[src/rtl/lfsr_word_pkg.sv]
package lfsr_word_pkg;

  // Output mapping variant between register and word.
  typedef enum logic {
    MAP_STRAIGHT  = 1'b0,
    MAP_PAIR_SWAP = 1'b1
  } map_mode_e;

  // Pairs (4j, 4j+1) are exchanged; pairs (4j+2, 4j+3) pass through.
  localparam int unsigned SWAP_GROUP = 4;

endpackage

[src/rtl/lfsr_rst_sync.sv]
module lfsr_rst_sync (
  input  logic clk,
  input  logic rst_n,
  output logic rst_sync_n
);

  logic [1:0] sync_q;

  always_ff @(posedge clk or negedge rst_n) begin
    if (!rst_n) begin
      sync_q <= 2'b00;
    end else begin
      sync_q <= {sync_q[0], 1'b1};
    end
  end

  assign rst_sync_n = sync_q[1];

endmodule

[src/rtl/lfsr_step_unroll.sv]
module lfsr_step_unroll #(
  parameter int unsigned          WIDTH = 30,
  parameter logic [WIDTH-1:0]     TAPS  = 30'h2000_0029,
  parameter int unsigned          STEPS = 8
) (
  input  logic [WIDTH-1:0] cur,
  output logic [WIDTH-1:0] nxt
);

  // Apply the single shift-and-feedback STEPS times in one cycle.
  always_comb begin
    logic [WIDTH-1:0] v;
    v = cur;
    for (int k = 0; k < int'(STEPS); k++) begin
      v = {v[WIDTH-2:0], ^(v & TAPS)};
    end
    nxt = v;
  end

endmodule

[src/rtl/lfsr_word_map.sv]
module lfsr_word_map
  import lfsr_word_pkg::*;
#(
  parameter int unsigned WIDTH    = 30,
  parameter int unsigned STEPS    = 8,
  parameter map_mode_e   MAP_MODE = MAP_PAIR_SWAP
) (
  input  logic [WIDTH-1:0] state,
  output logic [WIDTH-1:0] word
);

  logic [WIDTH-1:0] mapped;

  for (genvar i = 0; i < int'(WIDTH); i++) begin : g_bit
    localparam int PARTNER = i ^ 1;
    localparam bit SWAP    = (MAP_MODE == MAP_PAIR_SWAP) &&
                             ((i % SWAP_GROUP) < 2) && (PARTNER < int'(WIDTH));
    localparam int SRC     = SWAP ? PARTNER : i;

    assign mapped[i] = state[SRC];

    if (i < int'(STEPS)) begin : g_live
      assign word[i] = mapped[i];
    end else begin : g_zero
      assign word[i] = 1'b0;
    end
  end

endmodule

[src/rtl/lfsr_word_gen.sv]
module lfsr_word_gen
  import lfsr_word_pkg::*;
#(
  parameter int unsigned      WIDTH    = 30,
  parameter logic [WIDTH-1:0] TAPS     = 30'h2000_0029,
  parameter int unsigned      STEPS    = 8,
  parameter map_mode_e        MAP_MODE = MAP_PAIR_SWAP
) (
  input  logic             clk,
  input  logic             rst_n,
  input  logic             en,
  output logic [WIDTH-1:0] word,
  output logic             period_done
);

  localparam logic [WIDTH-1:0] SEED = {WIDTH{1'b1}};

  logic             rst_sync_n;
  logic [WIDTH-1:0] state_q;
  logic [WIDTH-1:0] state_d;
  logic [WIDTH-1:0] step_nxt;
  logic             done_d;

  lfsr_rst_sync u_rst_sync (
    .clk        (clk),
    .rst_n      (rst_n),
    .rst_sync_n (rst_sync_n)
  );

  lfsr_step_unroll #(
    .WIDTH (WIDTH),
    .TAPS  (TAPS),
    .STEPS (STEPS)
  ) u_step (
    .cur (state_q),
    .nxt (step_nxt)
  );

  // Next-state process
  always_comb begin
    state_d = state_q;
    done_d  = 1'b0;
    if (en) begin
      state_d = step_nxt;
      done_d  = (step_nxt == SEED);
    end
  end

  // Register process
  always_ff @(posedge clk or negedge rst_sync_n) begin
    if (!rst_sync_n) begin
      state_q     <= SEED;
      period_done <= 1'b0;
    end else begin
      state_q     <= state_d;
      period_done <= done_d;
    end
  end

  lfsr_word_map #(
    .WIDTH    (WIDTH),
    .STEPS    (STEPS),
    .MAP_MODE (MAP_MODE)
  ) u_map (
    .state (state_q),
    .word  (word)
  );

endmodule

[config.mk]
export PLATFORM = sky130hd
export DESIGN_NAME = lfsr_word_gen
export DESIGN_NICKNAME = d
export VERILOG_FILES = /design/src/rtl/lfsr_word_pkg.sv /design/src/rtl/lfsr_rst_sync.sv /design/src/rtl/lfsr_step_unroll.sv /design/src/rtl/lfsr_word_map.sv /design/src/rtl/lfsr_word_gen.sv
export SDC_FILE = /design/constraint.sdc
export NUM_CORES = 1
export LEC_CHECK = 0
export ABC_AREA = 0
export BUFFER_PORTS_ARGS = -buffer_cell sky130_fd_sc_hd__buf_2
export CAP_MARGIN = 20
export CORE_ASPECT_RATIO = 1.75
export CORE_UTILIZATION = 53
export DETAILED_ROUTE_END_ITERATION = 8
export PLACE_DENSITY = 0.77
export SYNTH_ARGS = -nofsm -noshare
export SYNTH_HDL_FRONTEND = slang
export SYNTH_SLANG_ARGS = --single-unit
[constraint.sdc]
create_clock -name clk -period 3.1 [get_ports clk]
set_clock_uncertainty 0.15 [all_clocks]
set_input_delay 0.62 -clock clk [delete_from_list [all_inputs] [get_ports clk]]
set_output_delay 0.62 -clock clk [all_outputs]
set_load 0.02 [all_outputs]
Yosys cells after proc, flatten, opt, wreduce, memory -nomap -nowiden --
Index checks and enable logic that the tools add are counted.
Word-level totals: register bits 33, latch bits 0, bits in writable memories 0, memory bits (read-only) 0, output and inout port bits 31, memories 0
Operators by class: $add $sub $neg 0, multipliers 0, divide/modulo/power cells 0, order comparisons 0, eq/ne operators 1, shifts and indexed selects 0, muxes and demuxes 1, bitwise gates (word level) 0, reduce and logical (&&, ||, !) cells 8
Operators by type and width (number):
- 30-bit parity | 8
- 30-bit == test, second input constant | 1
- 1-bit 2-to-1 mux | 1

Longest topological paths before layout --
Gate-level depths: netlist (run 1).
depth in word-level cells 10, mapped depth 6, gate-level depth less buffers 5

Hierarchy --
From an unflattened synthesis (run 1), not the netlist that was laid out.
Unflattened totals: cells, all modules 152, area, all modules 1985.7 µm²
By module, submodules not included:
- lfsr_word_gen | times used 1, cells each 74, area each 1238.7 µm²
- lfsr_step_unroll | times used 1, cells each 44, area each 464.2 µm²
- lfsr_word_map | times used 1, cells each 31, area each 229.0 µm²
- lfsr_rst_sync | times used 1, cells each 3, area each 53.8 µm²

Worst setup path before layout (run 1) --
OpenSTA, ideal clock, no wires.
path kind reg-to-reg, from reg state_q[0], to reg state_q[0], arrival time 2.336 ns, required time 2.877 ns, slack 0.541 ns, cell stages (with the launch flop) 7, buffers on the path 1, period minus slack after synthesis 2.559 ns, cells stage by stage dfstp_2 clkbuf_2 xnor3_1 xor2_2 xnor3_2 xnor3_1 a21oi_1
Between the ends: longest elaborated chain between the ends 8
RTL lines:
- start, declared | line lfsr_word_gen.sv:19 | logic [WIDTH-1:0] state_q;
- start signal, assigned | line lfsr_word_gen.sv:55 | state_q <= state_d;
- 30-bit parity (7 in a row) | line lfsr_step_unroll.sv:15 | v = {v[WIDTH-2:0], ^(v & TAPS)};
- 30-bit parity (*) | line lfsr_step_unroll.sv:15
Mark *: on every way between the ends. The rest lies on a longest branch, timed or not. A chain may end at the register's enable or synchronous reset.

Worst setup path in the final report (run 1) --
from reg state_q[1], to reg state_q[0]
Between the ends: longest elaborated chain between the ends 6
RTL lines (line):
- 30-bit parity (5 in a row) | lfsr_step_unroll.sv:15
- 30-bit parity (*) | lfsr_step_unroll.sv:15
Marked as above.

==> flow_metrics.tcl, run 1 <==
set metrics [dict create \
    wl_met1_microns 962 \
    drt-pass1-iter-count 4 \
    cts_tree "done" \
    cts_hold_buf 1 \
    hold_path_class "reg -> async" \
    post_cts_resized 0 \
    detail_route.iter0.violations 11 \
    ff2ff_path_depth 5 \
    grt_usage_pct 18.7 \
    numPortBuffers 11 \
    cap_viol_max_count 0 \
    synthesis.area_sq_mm 0.00179 \
    clk_pin_slew_ps 60 \
    cts_num_sinks 33 \
    gp_congestion 0.830 \
    crit_path_end_kind "flop" \
    ios 34 \
    drive_gt1_share_pct 49.3 \
    crit_path_frequent_cell "xnor3_2" \
    drc 0 \
    overflow 0 \
    synthTopCellsByArea "dfstp_2, mux2_2, buf_4" \
    netlist_instances 142 \
    h-tree-depth 2 \
    dieHeight_microns 78.8 \
    hold_viol_final 0 \
    vias 946 \
    first_global_vias 1016 \
    yosysWarningCount 0 \
    clock-root-buffer "clkbuf_8" \
    fp.dieW_microns 45.9 \
    synth-edff-count 0 \
    drv_slew 0 \
    finalWirelength_mm 2.78 \
    core-area_sq_mm 0.00318 \
    worst_pin_slew_ps 506 \
    synth_top_area_share_pct 44.1 \
    ys.flop_type "dfstp_2" \
    synth_cell_types 24 \
    r2r-start "state_q[1]" \
    dpl.hpwl_mm 2.15 \
    r2r_end "state_q[0]" \
    syn_area_per_cell_sq_um 12.6 \
    clock.fmax_ghz 0.370 \
    clk_path_buf_depth 2 \
    numCtsBuffers 5 \
    path_class "reg -> reg" \
    synth_seq_area_share_pct 48.3 \
    yosysTopAreaCell "dfstp_2" \
    slew-limit-headroom_pct 66.0 \
    viasPerCell 4.90 \
    max_stage_delay_ps 570 \
    fin_nets 152 \
    wl_met3_microns 108 \
    antennaDiodeCount 0 \
    path_cells "xnor3_2 -> xor2_2 -> xnor3_2 -> xnor3_1 -> a21oi_1" \
    status "completed" \
    rows 27 \
    ys_ff_latch 33 \
    post-route-period-util_pct 87.2 \
    r2r_slack_ps 400 \
    antenna_found_initial 0 \
    rsz0062_at_grt "false" \
    cp.required_ps 3150 \
    area_delta_synth_final_pct 3.22 \
    path_max_fanout 6 \
    grt_max_degree 26 \
    cp.arrival_ps 2760 \
    initial_core_util_pct 56.3 \
    die_area_sq_mm 0.00362 \
    crit_slowest_cell "dfstp_2" \
    synth_commonest_cells "buf_4, dfstp_2, mux2_2, xnor2_1, nor2_1" \
    wl_per_cell_microns 14.4 \
    post_cts_buffers 0 \
    highest_layer "met4" \
    grt_pass1_wl_mm 4.74 \
    wl_met2_mm 1.59 \
    fin_setup_tns_ps 0 \
    insertion_delay_ps 280 \
    period_needed_ps 2700 \
    ant_nets 0 \
    setup_viol 0 \
    startpoint_type "flop" \
    async_reset_ff_share_pct 100 \
]
worst max path at each step:
stage | start | end | slack, ps | cells past startpoint
CTS | state_q[1] | state_q[0] | 390 | 5
finish | state_q[1] | state_q[0] | 400 | 5
global route | state_q[1] | state_q[0] | 310 | 5
detailed placement | state_q[1] | state_q[0] | 410 | 5
global placement | state_q[1] | state_q[0] | 510 | 5
floorplan | state_q[0] | state_q[0] | 540 | 6
stage by stage:
stage	cells	setup WS, ps	instance area (sq um)	util (%)	hold WS, ps
global placement	184	508	1740	54.9	170
finish	193	396	1840	58.1	193
global route	193	311	1840	58.1	220
detailed placement	184	413	1740	54.9	198
floorplan	163	541	1870	-	174
CTS	193	392	1840	58.1	206
registers in the layout (all words and copies together) (netlist names):
register           count
period_done            1
u_rst_sync.sync_q      2
state_q               30
per-layer routing:
metal | GRT usage, % | up-vias
met5 | 0 | -
met4 | 12.4 | 0
met3 | 5.45 | 10
met2 | 30.4 | 30
met1 | 19.6 | 477
li1 | - | 429
final cells by class:
| class | instances | area, sq um |
|---|---|---|
| inverter | 4 | 15.0 |
| fill | 287 | 1330 |
| multi-input combinational | 91 | 742 |
| sequential | 33 | 863 |
| clock buffer | 8 | 90.1 |
| timing repair buffer | 14 | 80.1 |
| tap | 43 | 53.8 |
cells by family (layout without fill, tap and decap cells):
logic type / after synthesis / count (layout) / synth area share [%]
XOR/XNOR: 21 / 21 / 14.7
AND/OR/NAND/NOR: 17 / 17 / 5.04
other: 2 / 23 / 0.420
buffers and inverters: 39 / 26 / 14.6
multiplexers: 25 / 25 / 15.5
flip-flops: 33 / 33 / 48.3
AO/OA/AOI/OAI: 5 / 5 / 1.40
critical path: cells and delay by family (launching register included):
kind           cells  cell delay, ps
XOR/XNOR           4            1740
flip-flops         1             570
AO/OA/AOI/OAI      1             160
placed cells by master (no fill, tap or decap), drive strengths merged:
master	instances
a21oi	4
buf	13
clkbuf	8
conb	23
dfrtp	3
dfstp	30
dlygate4sd3	1
inv	4
mux2	22
mux2i	3
nand2	2
nand3	2
nand4	3
nand4b	2
nor2	5
nor3	1
nor4	2
o21ai	1
xnor2	12
xnor3	5
xor2	4
Power of run 1 is not shown: default switching activity piles up to over one toggle a cycle in this logic, so the estimate is an artifact.
==> inputs of run 2 (changes only) <==
--- a/config.mk
+++ b/config.mk
@@ -6,12 +6,13 @@
 export NUM_CORES = 1
 export LEC_CHECK = 0
 export ABC_AREA = 0
-export BUFFER_PORTS_ARGS = -buffer_cell sky130_fd_sc_hd__buf_2
 export CAP_MARGIN = 20
 export CORE_ASPECT_RATIO = 1.75
 export CORE_UTILIZATION = 53
 export DETAILED_ROUTE_END_ITERATION = 8
-export PLACE_DENSITY = 0.77
+export DONT_BUFFER_PORTS = 1
+export HOLD_SLACK_MARGIN = 0.15
+export PLACE_DENSITY = 0.68
 export SYNTH_ARGS = -nofsm -noshare
 export SYNTH_HDL_FRONTEND = slang
 export SYNTH_SLANG_ARGS = --single-unit
==> flow_metrics.tcl, run 2 (synthesized netlist as in run 1, its figures left out) <==
set metrics [dict create \
    core-area_sq_mm 0.00318 \
    worst_pin_slew_ps 513 \
    grt_max_degree 36 \
    hold_viol_final 0 \
    setup_viol 0 \
    ios 34 \
    placed_cell_area_sq_mm 0.00170 \
    rsz0062_at_grt "false" \
    dpl.hpwl_mm 2.10 \
    antennaDiodeCount 0 \
    gp_congestion 0.811 \
    cts_tree "done" \
    ant_nets 0 \
    detail_route.iter0.violations 11 \
    grt_usage_pct 17.7 \
    r2r_slack_ps 330 \
    drive_gt1_share_pct 46.8 \
    drv_slew 0 \
    cts_num_sinks 33 \
    viasPerCell 4.78 \
    crit_slowest_cell "dfstp_2" \
    regArea_sq_um 863 \
    largestRegisters "state_q x30, u_rst_sync.sync_q x2, period_done x1" \
    hold_ws_ps 212 \
    post_cts_buffers 0 \
    numPortBuffers 0 \
    fin_nets 143 \
    h-tree-depth 2 \
    num-fill-cells 288 \
    overflow 0 \
    rows 27 \
    path_max_fanout 6 \
    clk_pin_slew_ps 70 \
    period_needed_ps 2770 \
    drc 0 \
    startpoint_type "flop" \
    cp.required_ps 3160 \
    slew-limit-headroom_pct 65.6 \
    first_global_vias 917 \
    grt_pass1_wl_mm 4.49 \
    crit_path_end_kind "flop" \
    finalWirelength_mm 2.78 \
    max_stage_delay_ps 640 \
    clock.fmax_ghz 0.361 \
    antenna_found_initial 0 \
    fin_setup_tns_ps 0 \
    pre_cts_slack_ps 342 \
    dieHeight_microns 78.8 \
    numCtsBuffers 5 \
    vias 880 \
    crit_buf_inv 0 \
    drt-pass1-iter-count 3 \
    largest_reg_flops 30 \
    fp.dieW_microns 45.9 \
    multi_input_area_sq_um 742 \
    cap_viol_max_count 0 \
    cp_top_family "XOR/XNOR gates" \
    path_cells "xnor3_2 -> xor2_2 -> xnor3_2 -> xnor3_1 -> a21oi_1" \
    clk_path_buf_depth 2 \
    die_area_sq_mm 0.00362 \
    initial_core_util_pct 56.3 \
    final_critical_path_setup_slack_ps 328 \
    area_delta_synth_final_pct 0.910 \
    path_class "reg -> reg" \
    final_cell_mix "dfstp_2, conb_1, mux2_2" \
    crit_path_frequent_cell "xnor3_2" \
    cp.arrival_ps 2840 \
    hold_path_class "reg -> reg" \
    top_register "state_q" \
    wl_per_cell_microns 15.1 \
    design_area_sq_mm 0.00180 \
    clock-root-buffer "clkbuf_8" \
    status "completed" \
    final_common_cell "dfstp_2" \
    insertion_delay_ps 280 \
    post-route-period-util_pct 89.4 \
]
-- run 2: path summary, 6_finish.rpt --
path	startpoint	end	cells after the start
min reg2reg	u_rst_sync.sync_q[0]	u_rst_sync.sync_q[1]	0
max in group asynchronous	u_rst_sync.sync_q[1]	period_done	1
max reg2reg	state_q[1]	state_q[0]	5
min	u_rst_sync.sync_q[0]	u_rst_sync.sync_q[1]	0
max	state_q[1]	state_q[0]	5
min in group asynchronous	u_rst_sync.sync_q[1]	state_q[28]	0
-- run 2: cell type report --
| cell class | instances | area share [%] |
|---|---|---|
| Timing Repair Buffer | 5 | 2.36 |
| Clock buffer | 5 | 3.82 |
| Clock inverter | 3 | 0.972 |
| Inverter | 4 | 0.833 |
| Tap cell | 43 | 2.98 |
| Sequential cell | 33 | 47.9 |
| Multi-Input combinational cell | 91 | 41.2 |
-- run 2: layer usage --
metal | wire length, microns | vias up | GRT usage [%]
met2 | 1550 | 21 | 29.0
met1 | 1060 | 440 | 19.8
li1 | - | 413 | -
met3 | 88 | 6 | 5.00
met5 | 0 | - | 0
met4 | 81 | 0 | 9.41
-- run 2: worst register-to-register path: stages (launching register included) --
cell     delay [ps]
dfstp_2         640
xnor3_2         530
xor2_2          350
xnor3_2         540
xnor3_1         350
a21oi_1         160
-- run 2: per-stage QoR --
| step | std cells | util (%) |
|---|---|---|
| after floorplan | 163 | - |
| after global placement | 174 | 53.4 |
| after detailed placement | 174 | 53.4 |
| after CTS | 184 | 56.8 |
| after global routing | 184 | 56.8 |
| final | 184 | 56.8 |
-- run 2: repair_timing --
action	4_1_cts	5_1_grt
hold buffers	2	0
hold endpoints to repair	3	0
resized for setup	0	0
setup endpoints to repair	0	0
Power of run 2 is left out for the same reason.
